$ cat src/rtl/cc_pkg.sv
package cc_pkg;

    // Which register a bus access addresses
    typedef enum logic [1:0] {
        SEL_NONE = 2'd0,
        SEL_CTRL = 2'd1,
        SEL_LO   = 2'd2,
        SEL_HI   = 2'd3
    } sel_e;

    // Decoded bus access
    typedef struct packed {
        logic rd;
        logic wr;
        sel_e sel;
    } acc_t;

    localparam int CTRL_EN_BIT = 0;

    function automatic logic is_cnt_write(acc_t a);
        return a.wr && (a.sel == SEL_LO || a.sel == SEL_HI);
    endfunction

    function automatic logic is_read_of(acc_t a, sel_e s);
        return a.rd && (a.sel == s);
    endfunction

    function automatic logic is_write_of(acc_t a, sel_e s);
        return a.wr && (a.sel == s);
    endfunction

endpackage

$ cat src/rtl/cc_decode.sv
module cc_decode
    import cc_pkg::*;
#(
    parameter int ADDR_W    = 12,
    parameter int CTRL_ADDR = 'h103,
    parameter int LO_ADDR   = 'h104,
    parameter int HI_ADDR   = 'h105
) (
    input  logic              rd_en,
    input  logic              wr_en,
    input  logic [ADDR_W-1:0] addr,
    output acc_t              acc
);
    localparam logic [ADDR_W-1:0] A_CTRL = ADDR_W'(CTRL_ADDR);
    localparam logic [ADDR_W-1:0] A_LO   = ADDR_W'(LO_ADDR);
    localparam logic [ADDR_W-1:0] A_HI   = ADDR_W'(HI_ADDR);

    always_comb begin
        acc.rd = rd_en;
        acc.wr = wr_en;
        if (addr == A_CTRL)    acc.sel = SEL_CTRL;
        else if (addr == A_LO) acc.sel = SEL_LO;
        else if (addr == A_HI) acc.sel = SEL_HI;
        else                   acc.sel = SEL_NONE;
    end
endmodule

$ cat src/rtl/cc_counter.sv
module cc_counter
    import cc_pkg::*;
#(
    parameter int DATA_W = 32,
    localparam int CNT_W = 2 * DATA_W
) (
    input  logic              clk,
    input  logic              rst,
    input  acc_t              acc,
    input  logic [DATA_W-1:0] wdata,
    output logic              en,
    output logic              en_change,
    output logic [CNT_W-1:0]  count
);
    logic en_wr;
    assign en_wr     = is_write_of(acc, SEL_CTRL);
    assign en_change = en_wr && (wdata[CTRL_EN_BIT] != en);

    always_ff @(posedge clk) begin
        if (rst) begin
            en <= 1'b0;
        end else if (en_wr) begin
            en <= wdata[CTRL_EN_BIT];
        end
    end

    always_ff @(posedge clk) begin
        if (rst) begin
            count <= '0;
        end else if (is_write_of(acc, SEL_LO)) begin
            count[DATA_W-1:0] <= wdata;
        end else if (is_write_of(acc, SEL_HI)) begin
            count[CNT_W-1:DATA_W] <= wdata;
        end else if (en) begin
            count <= count + CNT_W'(1);
        end
    end
endmodule

$ cat src/rtl/cc_snapshot.sv
module cc_snapshot
    import cc_pkg::*;
#(
    parameter int DATA_W = 32,
    localparam int CNT_W = 2 * DATA_W
) (
    input  logic             clk,
    input  logic             rst,
    input  acc_t             acc,
    input  logic [CNT_W-1:0] count,
    input  logic             disturb,
    output logic [CNT_W-1:0] snap,
    output logic             valid
);
    always_ff @(posedge clk) begin
        if (rst) begin
            snap <= '0;
        end else if (is_read_of(acc, SEL_LO)) begin
            snap <= count;
        end
    end

    always_ff @(posedge clk) begin
        if (rst) begin
            valid <= 1'b0;
        end else if (disturb) begin
            valid <= 1'b0;
        end else if (is_read_of(acc, SEL_LO)) begin
            valid <= 1'b1;
        end else if (is_read_of(acc, SEL_CTRL)) begin
            valid <= 1'b0;
        end
    end
endmodule

$ cat src/rtl/cyc_counter64.sv
module cyc_counter64
    import cc_pkg::*;
#(
    parameter int ADDR_W    = 12,
    parameter int DATA_W    = 32,
    parameter int CTRL_ADDR = 'h103,
    parameter int LO_ADDR   = 'h104,
    parameter int HI_ADDR   = 'h105
) (
    input  logic              clk,
    input  logic              rst,
    input  logic              rd_en,
    input  logic              wr_en,
    input  logic [ADDR_W-1:0] addr,
    input  logic [DATA_W-1:0] wdata,
    output logic [DATA_W-1:0] rdata
);
    localparam int CNT_W  = 2 * DATA_W;
    localparam int OK_BIT = DATA_W - 1;

    acc_t             acc;
    logic             en;
    logic             en_change;
    logic             disturb;
    logic             valid;
    logic [CNT_W-1:0] count;
    logic [CNT_W-1:0] snap;

    cc_decode #(
        .ADDR_W(ADDR_W), .CTRL_ADDR(CTRL_ADDR),
        .LO_ADDR(LO_ADDR), .HI_ADDR(HI_ADDR)
    ) u_dec (
        .rd_en(rd_en), .wr_en(wr_en), .addr(addr), .acc(acc)
    );

    cc_counter #(.DATA_W(DATA_W)) u_cnt (
        .clk(clk), .rst(rst), .acc(acc), .wdata(wdata),
        .en(en), .en_change(en_change), .count(count)
    );

    assign disturb = en_change || is_cnt_write(acc);

    cc_snapshot #(.DATA_W(DATA_W)) u_snap (
        .clk(clk), .rst(rst), .acc(acc), .count(count),
        .disturb(disturb), .snap(snap), .valid(valid)
    );

    always_comb begin
        rdata = '0;
        unique case (acc.sel)
            SEL_CTRL: begin
                rdata[CTRL_EN_BIT] = en;
                rdata[OK_BIT]      = valid;
            end
            SEL_LO:   rdata = count[DATA_W-1:0];
            SEL_HI:   rdata = snap[CNT_W-1:DATA_W];
            default:  rdata = '0;
        endcase
    end
endmodule

$ cat config.mk
export PLATFORM = sky130hd
export DESIGN_NAME = cyc_counter64
export DESIGN_NICKNAME = d
export VERILOG_FILES = /design/src/rtl/cc_pkg.sv /design/src/rtl/cc_decode.sv /design/src/rtl/cc_counter.sv /design/src/rtl/cc_snapshot.sv /design/src/rtl/cyc_counter64.sv
export SDC_FILE = /design/constraint.sdc
export NUM_CORES = 1
export LEC_CHECK = 0
export ABC_AREA = 1
export BUFFER_PORTS_ARGS = -buffer_cell sky130_fd_sc_hd__buf_2
export CORE_ASPECT_RATIO = 1.75
export CORE_MARGIN = 2
export CORE_UTILIZATION = 38
export DETAILED_ROUTE_END_ITERATION = 10
export GPL_TIMING_DRIVEN = 0
export PLACE_DENSITY = 0.64
export SYNTH_ARGS = -nofsm -noshare
export SYNTH_HDL_FRONTEND = slang
export SYNTH_SLANG_ARGS = --single-unit
$ cat constraint.sdc
create_clock -name clk -period 5.1 [get_ports clk]
set_input_delay 0.765 -clock clk [delete_from_list [all_inputs] [get_ports clk]]
set_output_delay 0.765 -clock clk [all_outputs]
set_load 0.02 [all_outputs]
; ---- Yosys cells after proc, flatten, opt, wreduce, memory -nomap -nowiden
; Cells that the tools add are included.
[word_totals]
regBits = 130
output_inout_bits = 32
[op_classes]
addsub = 1
n_eq_ne = 8
n_mux = 12
n_bitwise = 1
n_reduce_logical = 15
[ops]
columns = op, count
row1 = $mux W32, 3
row2 = $add A64 B1 Y64 const B, 1
row3 = $mux W64, 1
row4 = $pmux W30 S2, 1
row5 = $eq A12 B9 Y1 const B, 3
row6 = $logic_and A1 B1 Y1, 7
row7 = $mux W2, 3
row8 = $pmux W1 S3, 2
row9 = $reduce_bool A2 Y1, 3
row10 = $eq A2 B2 Y1 const B, 2
row11 = $reduce_and A2 Y1, 2
row12 = $eq A2 B1 Y1 const B, 1
row13 = $logic_or A1 B1 Y1, 2
row14 = $mux W1, 2
row15 = $ne A2 B1 Y1 const B, 1
row16 = $reduce_or A2 Y1, 1
row17 = $ne A1 B1 Y1, 1
row18 = $not A1 Y1, 1

; ---- Logic depth before layout (Yosys ltp)
; Gate-level depths: netlist (run 1).
[depth]
depth_word = 9
ltp_mapped = 12
mapped_depth_nobuf = 12

; ---- By module
; A second synthesis (run 1) with hierarchy kept.
[unflattened]
hier_cells = 1401
area_unflattened_um2 = 8145.3
[modules_own_cells]
columns = module, n_inst, cells_per_inst, area_each_um2, seq_area_each_um2
row1 = cc_counter, 1, 852, 4897.2, 1301.2
row2 = cc_snapshot, 1, 413, 2688.8, 1301.2
row3 = cyc_counter64, 1, 110, 444.2, 0.0
row4 = cc_decode, 1, 26, 115.1, 0.0

; ---- Worst setup path after synthesis (run 1)
; No wires, ideal clock.
[synth_path]
path_type = input to output
startpoint = input addr[10]
endpoint = output rdata[10]
arrival_time_ns = 2.011
slack_ns = 2.324
stages = 7
n_path_buf = 2
path_cell_list = inv_1 -> nand4_2 -> nor2_8 -> nand2_1 -> clkbuf_1 -> buf_2 -> o22ai_1
[synth_via]
elab_chain_len = 6
word_cells_on_any_way = 9
[synth_lines]
columns = element, line
row1 = from (decl), cyc_counter64.sv:14  ; input logic [ADDR_W-1:0] addr,
row2 = $eq A12 B9 Y1, cc_decode.sv:23  ; else if (addr == A_HI) acc.sel = SEL_HI;
row3 = $mux W2, cc_decode.sv:23
row4 = $mux W2, cc_decode.sv:22  ; else if (addr == A_LO) acc.sel = SEL_LO;
row5 = $mux W2 *, cc_decode.sv:21  ; if (addr == A_CTRL) acc.sel = SEL_CTRL;
row6 = $eq A2 B2 Y1, cyc_counter64.sv:50  ; unique case (acc.sel)
row7 = $pmux W30 S2 *, cyc_counter64.sv:50
row8 = to (decl), cyc_counter64.sv:16  ; output logic [DATA_W-1:0] rdata
; Every way passes the cells marked *; elsewhere a longest branch is shown, timed or not.

; ---- Final worst setup path (run 1)
[layout_path]
startpoint = input addr[1]
endpoint = output rdata[16]
; The elaborated chain is that of the path after synthesis.

==> reports/metrics.yaml, run 1 <==
vias: 8382
avgRoutedWirePerCell_um: 19.2
routed_wl_mm: 30.1
fill_cells: 2100
ff2ff_path_depth: 11
path_cells: "buf_2, inv_1, nand4_1, inv_2, nand2_1, clkbuf_1, buf_2, o22ai_1, buf_2"
fmax_ghz: 0.276
htree_levels: 3
yosysUniqueCellTypes: 32
clk_pin_slew_ns: 0.07
grt_overflow: 0
cts_resized: 0
crit_cells: 9
ys_ff_latch: 98
multi_input_area_um2: 4130
io_pins: 80
hold_class: "reg2reg"
synth.avg_cell_area_um2: 5.60
outcome: "finished, final reports clean"
ys.flop_type: "dfxtp_1"
ir_drop_mv: 0.169
firstDrtPassIters: 6
cts_buffers: 9
endpoint_kind: "output pin"
cpMostUsedCell: "buf_2"
ys_seq_area_share_pct: 28.4
rows: 65
syn2layout_area_growth_pct: 14.4
fin_crit_ns: 3.63
drive_above_1_share_pct: 9.77
slowest_delay_ns: 0.73
grt_pass1_vias: 8070
viasPerCell: 5.36
ys.warnings.count: 0
dieArea_um2: 19300
rrSetupSlack_ns: 2.73
fin_skew_ns: 0.0113
combPwrFrac_pct: 4.3
cts_setup_buffers: 0
critPathRequiredTime_ns: 4.34
power_frac_seq_pct: 49.1
cts_root_buf: "clkbuf_16"
worst-path-buf-inv: 6
cts_tree: "done"
critPathLaunchType: "primary input"
clk_latency_ns: 0.36
post-place-cells: 1549
synth_edf_count: 0
layout_common_cells: "nand2_1 (361), nor2_1 (245), inv_1 (158)"
clkSinkCount: 98
nets: 1375
criticalPathCategory: "in2out"
layout_worst_path_cycle_share_pct: 71.1
grt_max_degree: 16
hold_viol_final: 0
regToRegEndpoint: "u_cnt.count[48]$_SDFFE_PP0P_"
synth_area_um2: 6920
final_common_cell: "nand2_1"
worstPathArrival_ns: 2.86
fin_cells: 1565
grt_use_total_pct: 31.5
rsz0062_at_grt: "no"
slew_violations: 0
slowest_stage: "clkbuf_1"
tns_ns: 0
p_int_mw: 1.19
ctsHoldBuffers: 0
worstSetupEndpoint: "rdata[16]"
hpwlAfterDp_mm: 23.9
dieWidth_um: 106
critPathTopFamily: "buffers and inverters"
clockPowerShare_pct: 46.5
port_buffers: 79
die_y_um: 183
synthArstFlopShare_pct: 0
p_leak_nw: 3.39
swShare_pct: 23.3
finalSetupViolCount: 0
drc: 0
r2r_start: "u_cnt.count[0]$_SDFFE_PP0P_"
synth_cells: 1236
drt-initial-drc-count: 506
start_util_pct: 38.5
clock_path_buffers: 2
startpoint: "addr[1]"
syn_nets: 1285
switching_power_uw: 363
ant_nets: 0
maxCapViolations: 0
antenna_cells: 0
worstMarginPinSlew_ns: 1.10
total_power_mw: 1.56
grt_pass1_wl_mm: 45.2
relSlewSlack_pct: 26.4
critical_path.max_fanout: 10
core-area_um2: 18000
antenna_found_initial: 0
p_per_area_nw_per_um2: 197
regArea_um2: 1960
place_congestion: 1.04
final cells by class:
class                      count  area share (%)
sequential                    98            24.8
buffer                        48            2.74
clock buffer                  12            3.24
inverter                     162            7.68
timing repair buffer          79            5.00
tap                          234            3.70
multi-input combinational    928            52.2
clock inverter                 4           0.632
stage by stage:
step                util [%]  hold slack [ns]  cell area (um2)  setup WS, ns
floorplan                  -            0.425             6920          2.32
global placement        42.3            0.436             7610          1.52
detailed placement      42.3            0.444             7610          1.50
CTS                     44.0            0.455             7910          1.50
global route            44.0            0.473             7910          1.37
finish                  44.0            0.453             7910          1.47
cells in the mapped netlist (5+ instances only):
library cell  instances  area, um2
o21ai_0              83        415
buf_2                11       55.1
a21oi_1              86        430
nand2_1             361       1360
clkbuf_1             34        128
nand4_1              18        113
o22ai_1              28        175
dfxtp_1              98       1960
o211ai_1              5       37.5
nor2_2                5       31.3
xor2_1               16        140
nor2_1              245        920
nand3_1              56        280
inv_1               158        593
how the worst min path moves through the flow:
stage / startpoint / endpoint / slack, ns / cells after the start
3_5_place_dp: u_snap.snap[58]$_SDFFE_PP0P_ / u_snap.snap[58]$_SDFFE_PP0P_ / 0.44 / 2
2_1_floorplan: u_snap.snap[36]$_SDFFE_PP0P_ / u_snap.snap[36]$_SDFFE_PP0P_ / 0.42 / 2
5_1_grt: u_snap.snap[37]$_SDFFE_PP0P_ / u_snap.snap[37]$_SDFFE_PP0P_ / 0.47 / 2
6_report: u_snap.snap[33]$_SDFFE_PP0P_ / u_snap.snap[33]$_SDFFE_PP0P_ / 0.45 / 2
4_1_cts: u_snap.snap[33]$_SDFFE_PP0P_ / u_snap.snap[33]$_SDFFE_PP0P_ / 0.45 / 2
3_3_place_gp: u_snap.snap[33]$_SDFFE_PP0P_ / u_snap.snap[33]$_SDFFE_PP0P_ / 0.44 / 2
routing by layer:
metal  track usage, %  up-vias  wire length, um
li1                 -     4068                -
met1             33.0     3872            11000
met2             56.8      325            15200
met3             3.68      117             1380
met4             23.5        0             2520
met5                0        -                0
cells by family after synthesis:
family                     share of synthesized area, %
xor gates and xnor gates                           2.15
buffers and inverters                              11.9
AOI/OAI and AO/OA                                  15.6
and+or+nand+nor                                    41.8
adders and majority gates                         0.181
DFF                                                28.4
worst reg2reg max path, cell delays in order (launching register included):
cell	delay, ns
dfxtp_1	0.43
ha_1	0.29
inv_1	0.09
nor2_2	0.23
nand2_2	0.18
nor2_4	0.22
nand2_1	0.22
inv_1	0.22
nand3_1	0.10
nand2_1	0.09
nand2_1	0.05
a21oi_1	0.17
flip-flops by register name, indices dropped and copies added (netlist names):
| name | count |
|---|---|
| u_cnt.en | 1 |
| u_snap.snap | 32 |
| u_snap.valid | 1 |
| u_cnt.count | 64 |
power groups by stage:
stage	clock network (mW)	registers (mW)	logic [mW]
after global placement	0	0.783	0.0661
after detailed placement	0	0.783	0.0665
after global routing	0.759	0.765	0.0728
after CTS	0.730	0.765	0.0669
after floorplan	0	0.783	0.0297
final	0.725	0.765	0.0673
No activity file was read; power rests on OpenSTA's default activity.
==> inputs of run 2 (changes only) <==
--- a/config.mk
+++ b/config.mk
@@ -5,14 +5,14 @@
 export SDC_FILE = /design/constraint.sdc
 export NUM_CORES = 1
 export LEC_CHECK = 0
-export ABC_AREA = 1
+export ABC_AREA = 0
 export BUFFER_PORTS_ARGS = -buffer_cell sky130_fd_sc_hd__buf_2
 export CORE_ASPECT_RATIO = 1.75
 export CORE_MARGIN = 2
 export CORE_UTILIZATION = 38
 export DETAILED_ROUTE_END_ITERATION = 10
 export GPL_TIMING_DRIVEN = 0
-export PLACE_DENSITY = 0.64
+export PLACE_DENSITY = 0.67
 export SYNTH_ARGS = -nofsm -noshare
 export SYNTH_HDL_FRONTEND = slang
 export SYNTH_SLANG_ARGS = --single-unit
==> constraint.sdc (replaced) <==
create_clock -name clk -period 3.1 [get_ports clk]
set_input_delay 0.465 -clock clk [delete_from_list [all_inputs] [get_ports clk]]
set_output_delay 0.465 -clock clk [all_outputs]
set_load 0.02 [all_outputs]
==> reports/metrics.yaml, run 2 <==
outcome: "finished with violations"
violations: "setup timing"
worst-path-buf-inv: 1
ys_ff_latch: 98
layout_worst_path_cycle_share_pct: 101
crit_cells: 7
htree_levels: 3
die_y_um: 168
avgRoutedWirePerCell_um: 23.0
swShare_pct: 25.0
drc: 0
setup_slack_ns: -0.0192
tns_ns: -0.0192
holdWs_ns: 0.401
nets: 921
cts_root_buf: "clkbuf_16"
fin_skew_ns: 0.0140
firstDrtPassIters: 5
regMostFlops: "u_cnt.count"
dieWidth_um: 97.8
grt_use_total_pct: 29.2
critical_path.max_fanout: 9
rows: 60
rsz0062_at_grt: "yes"
syn2layout_area_growth_pct: 15.9
drive_above_1_share_pct: 14.6
start_util_pct: 38.4
critPathLaunchType: "register"
ys_seq_area_share_pct: 33.5
hold_class: "in2reg"
p_per_area_nw_per_um2: 363
hpwlAfterDp_mm: 18.2
hold_viol_final: 0
port_buffers: 77
worstPathArrival_ns: 3.37
combPwrFrac_pct: 5.0
relSlewSlack_pct: 21.9
cts_tree: "done"
clkSinkCount: 98
critPathTopFamily: "simple AND/OR/NAND/NOR gates"
path_cells: "clkbuf_1, and4_1, nand4_1, nor4_2, nand3_1, xor2_1, a211oi_1"
final_common_cell: "nand2_1"
largest_reg_flops: 64
synth_cells: 784
ff2ff_path_depth: 7
layout_common_cells: "nand2_1 (113), dfxtp_1 (98), nor2_1 (93)"
antenna_cells: 0
slowest_delay_ns: 1.02
viasPerCell: 6.17
grt_max_degree: 17
cts_buffers: 9
antenna_found_initial: 0
p_int_mw: 1.84
yosysMostFrequentCell: "nand2_1"
ys.warnings.count: 0
synthArstFlopShare_pct: 0
clockPowerShare_pct: 43.8
maxCapViolations: 0
ant_nets: 0
vias: 6548
clk_pin_slew_ns: 0.07
grt_overflow: 0
endpoint_kind: "register"
worstMarginPinSlew_ns: 1.17
ys.flop_type: "dfxtp_1"
syn_nets: 833
place_ws_ns: -0.546
yosysUniqueCellTypes: 65
slew_violations: 0
core-area_um2: 15200
grt_pass1_wl_mm: 36.6
drt-initial-drc-count: 608
synth_area_um2: 5850
io_pins: 80
place_congestion: 1.03
synth_top_cells_by_count: "nand2_1 (113), dfxtp_1 (98), nor2_1 (93)"
fin_cells: 1062
routed_wl_mm: 24.4
clock_path_buffers: 2
power_frac_seq_pct: 51.1
synth_top_area_cell: "dfxtp_1"
startpoint: "u_cnt.count[2]$_SDFFE_PP0P_"
critPathRequiredTime_ns: 3.35
fill_cells: 1646
clk_latency_ns: 0.36
synth_area_leaders: "dfxtp_1 (34%), nand2_1 (7.2%), a21oi_1 (6.6%), nor2_1 (6.0%), mux2i_1 (5.8%)"
dieArea_um2: 16400
synth_top_area_share_pct: 33.5
hold_path.startpoint: "wdata[6]"
r2r_start: "u_cnt.count[2]$_SDFFE_PP0P_"
switching_power_uw: 615
ir_drop_mv: 0.236
holdPathStages: 3
top_regs: "u_cnt.count x64, u_snap.snap x32"
grt_pass1_vias: 6370
synth.avg_cell_area_um2: 7.46
p_leak_nw: 2.30
fmax_ghz: 0.321
post-place-cells: 1048
fin_crit_ns: 3.12
synth_edf_count: 0
slowest_stage: "nor4_2"
finalSetupViolCount: 1
criticalPathCategory: "reg2reg"
-- run 2: cell type report --
| cell class | count | area (um2) | area share (%) |
|---|---|---|---|
| Sequential cell | 98 | 1960 | 28.9 |
| Clock buffer | 10 | 229 | 3.38 |
| Buffer | 59 | 279 | 4.12 |
| Inverter | 9 | 33.8 | 0.498 |
| Multi-Input combinational cell | 617 | 3610 | 53.3 |
| Tap cell | 186 | 233 | 3.43 |
| Clock inverter | 5 | 41.3 | 0.609 |
| Timing Repair Buffer | 78 | 390 | 5.76 |
-- run 2: kinds of logic after synthesis --
logic type	synth area share (%)
DFF	33.5
adders and majority gates	0.214
AOI/OAI and AO/OA	18.6
buffers and inverters	5.20
and+or+nand+nor	32.7
muxes	6.01
xor gates and xnor gates	3.74
-- run 2: through the flow --
stage / total power [mW] / utilization (%) / instance area, um2
detailed placement: 1.41 / 42.5 / 6470
floorplan: 1.34 / - / 5850
finish: 2.46 / 44.5 / 6780
CTS: 2.45 / 44.4 / 6770
global route: 2.51 / 44.5 / 6780
global placement: 1.41 / 42.4 / 6470
-- run 2: final timing paths --
path | to | slack [ns]
max | u_cnt.count[59]$_SDFFE_PP0P_ | -0.02
min | u_cnt.count[38]$_SDFFE_PP0P_ | 0.40
max reg2reg | u_cnt.count[59]$_SDFFE_PP0P_ | -0.02
min reg2reg | u_snap.snap[32]$_SDFFE_PP0P_ | 0.46
-- run 2: layer usage --
layer / GRT usage (%) / wire length [um] / vias up
met5: 0 / 0 / -
met3: 3.99 / 1280 / 112
li1: - / - / 3016
met4: 23.4 / 2060 / 0
met1: 30.6 / 8730 / 3103
met2: 51.5 / 12300 / 317
-- run 2: timing repair --
action,in CTS,in global routing
setup buffers,0,0
endpoints found under the setup margin,47,46
pin swaps,0,0
hold buffers,0,0
resized for setup,7,9
-- run 2: power groups by stage --
stage / clock, mW / sequential, mW / combinational, mW
floorplan: 0 / 1.29 / 0.0478
global placement: 0 / 1.29 / 0.121
detailed placement: 0 / 1.29 / 0.120
CTS: 1.07 / 1.26 / 0.121
global route: 1.12 / 1.26 / 0.129
finish: 1.08 / 1.26 / 0.124
-- run 2: worst reg2reg max path, stage by stage, from the launching register on --
cell and delay, ns:
dfxtp_1 0.31, clkbuf_1 0.32, and4_1 0.34, nand4_1 0.38, nor4_2 1.02, nand3_1 0.19
xor2_1 0.20, a211oi_1 0.26
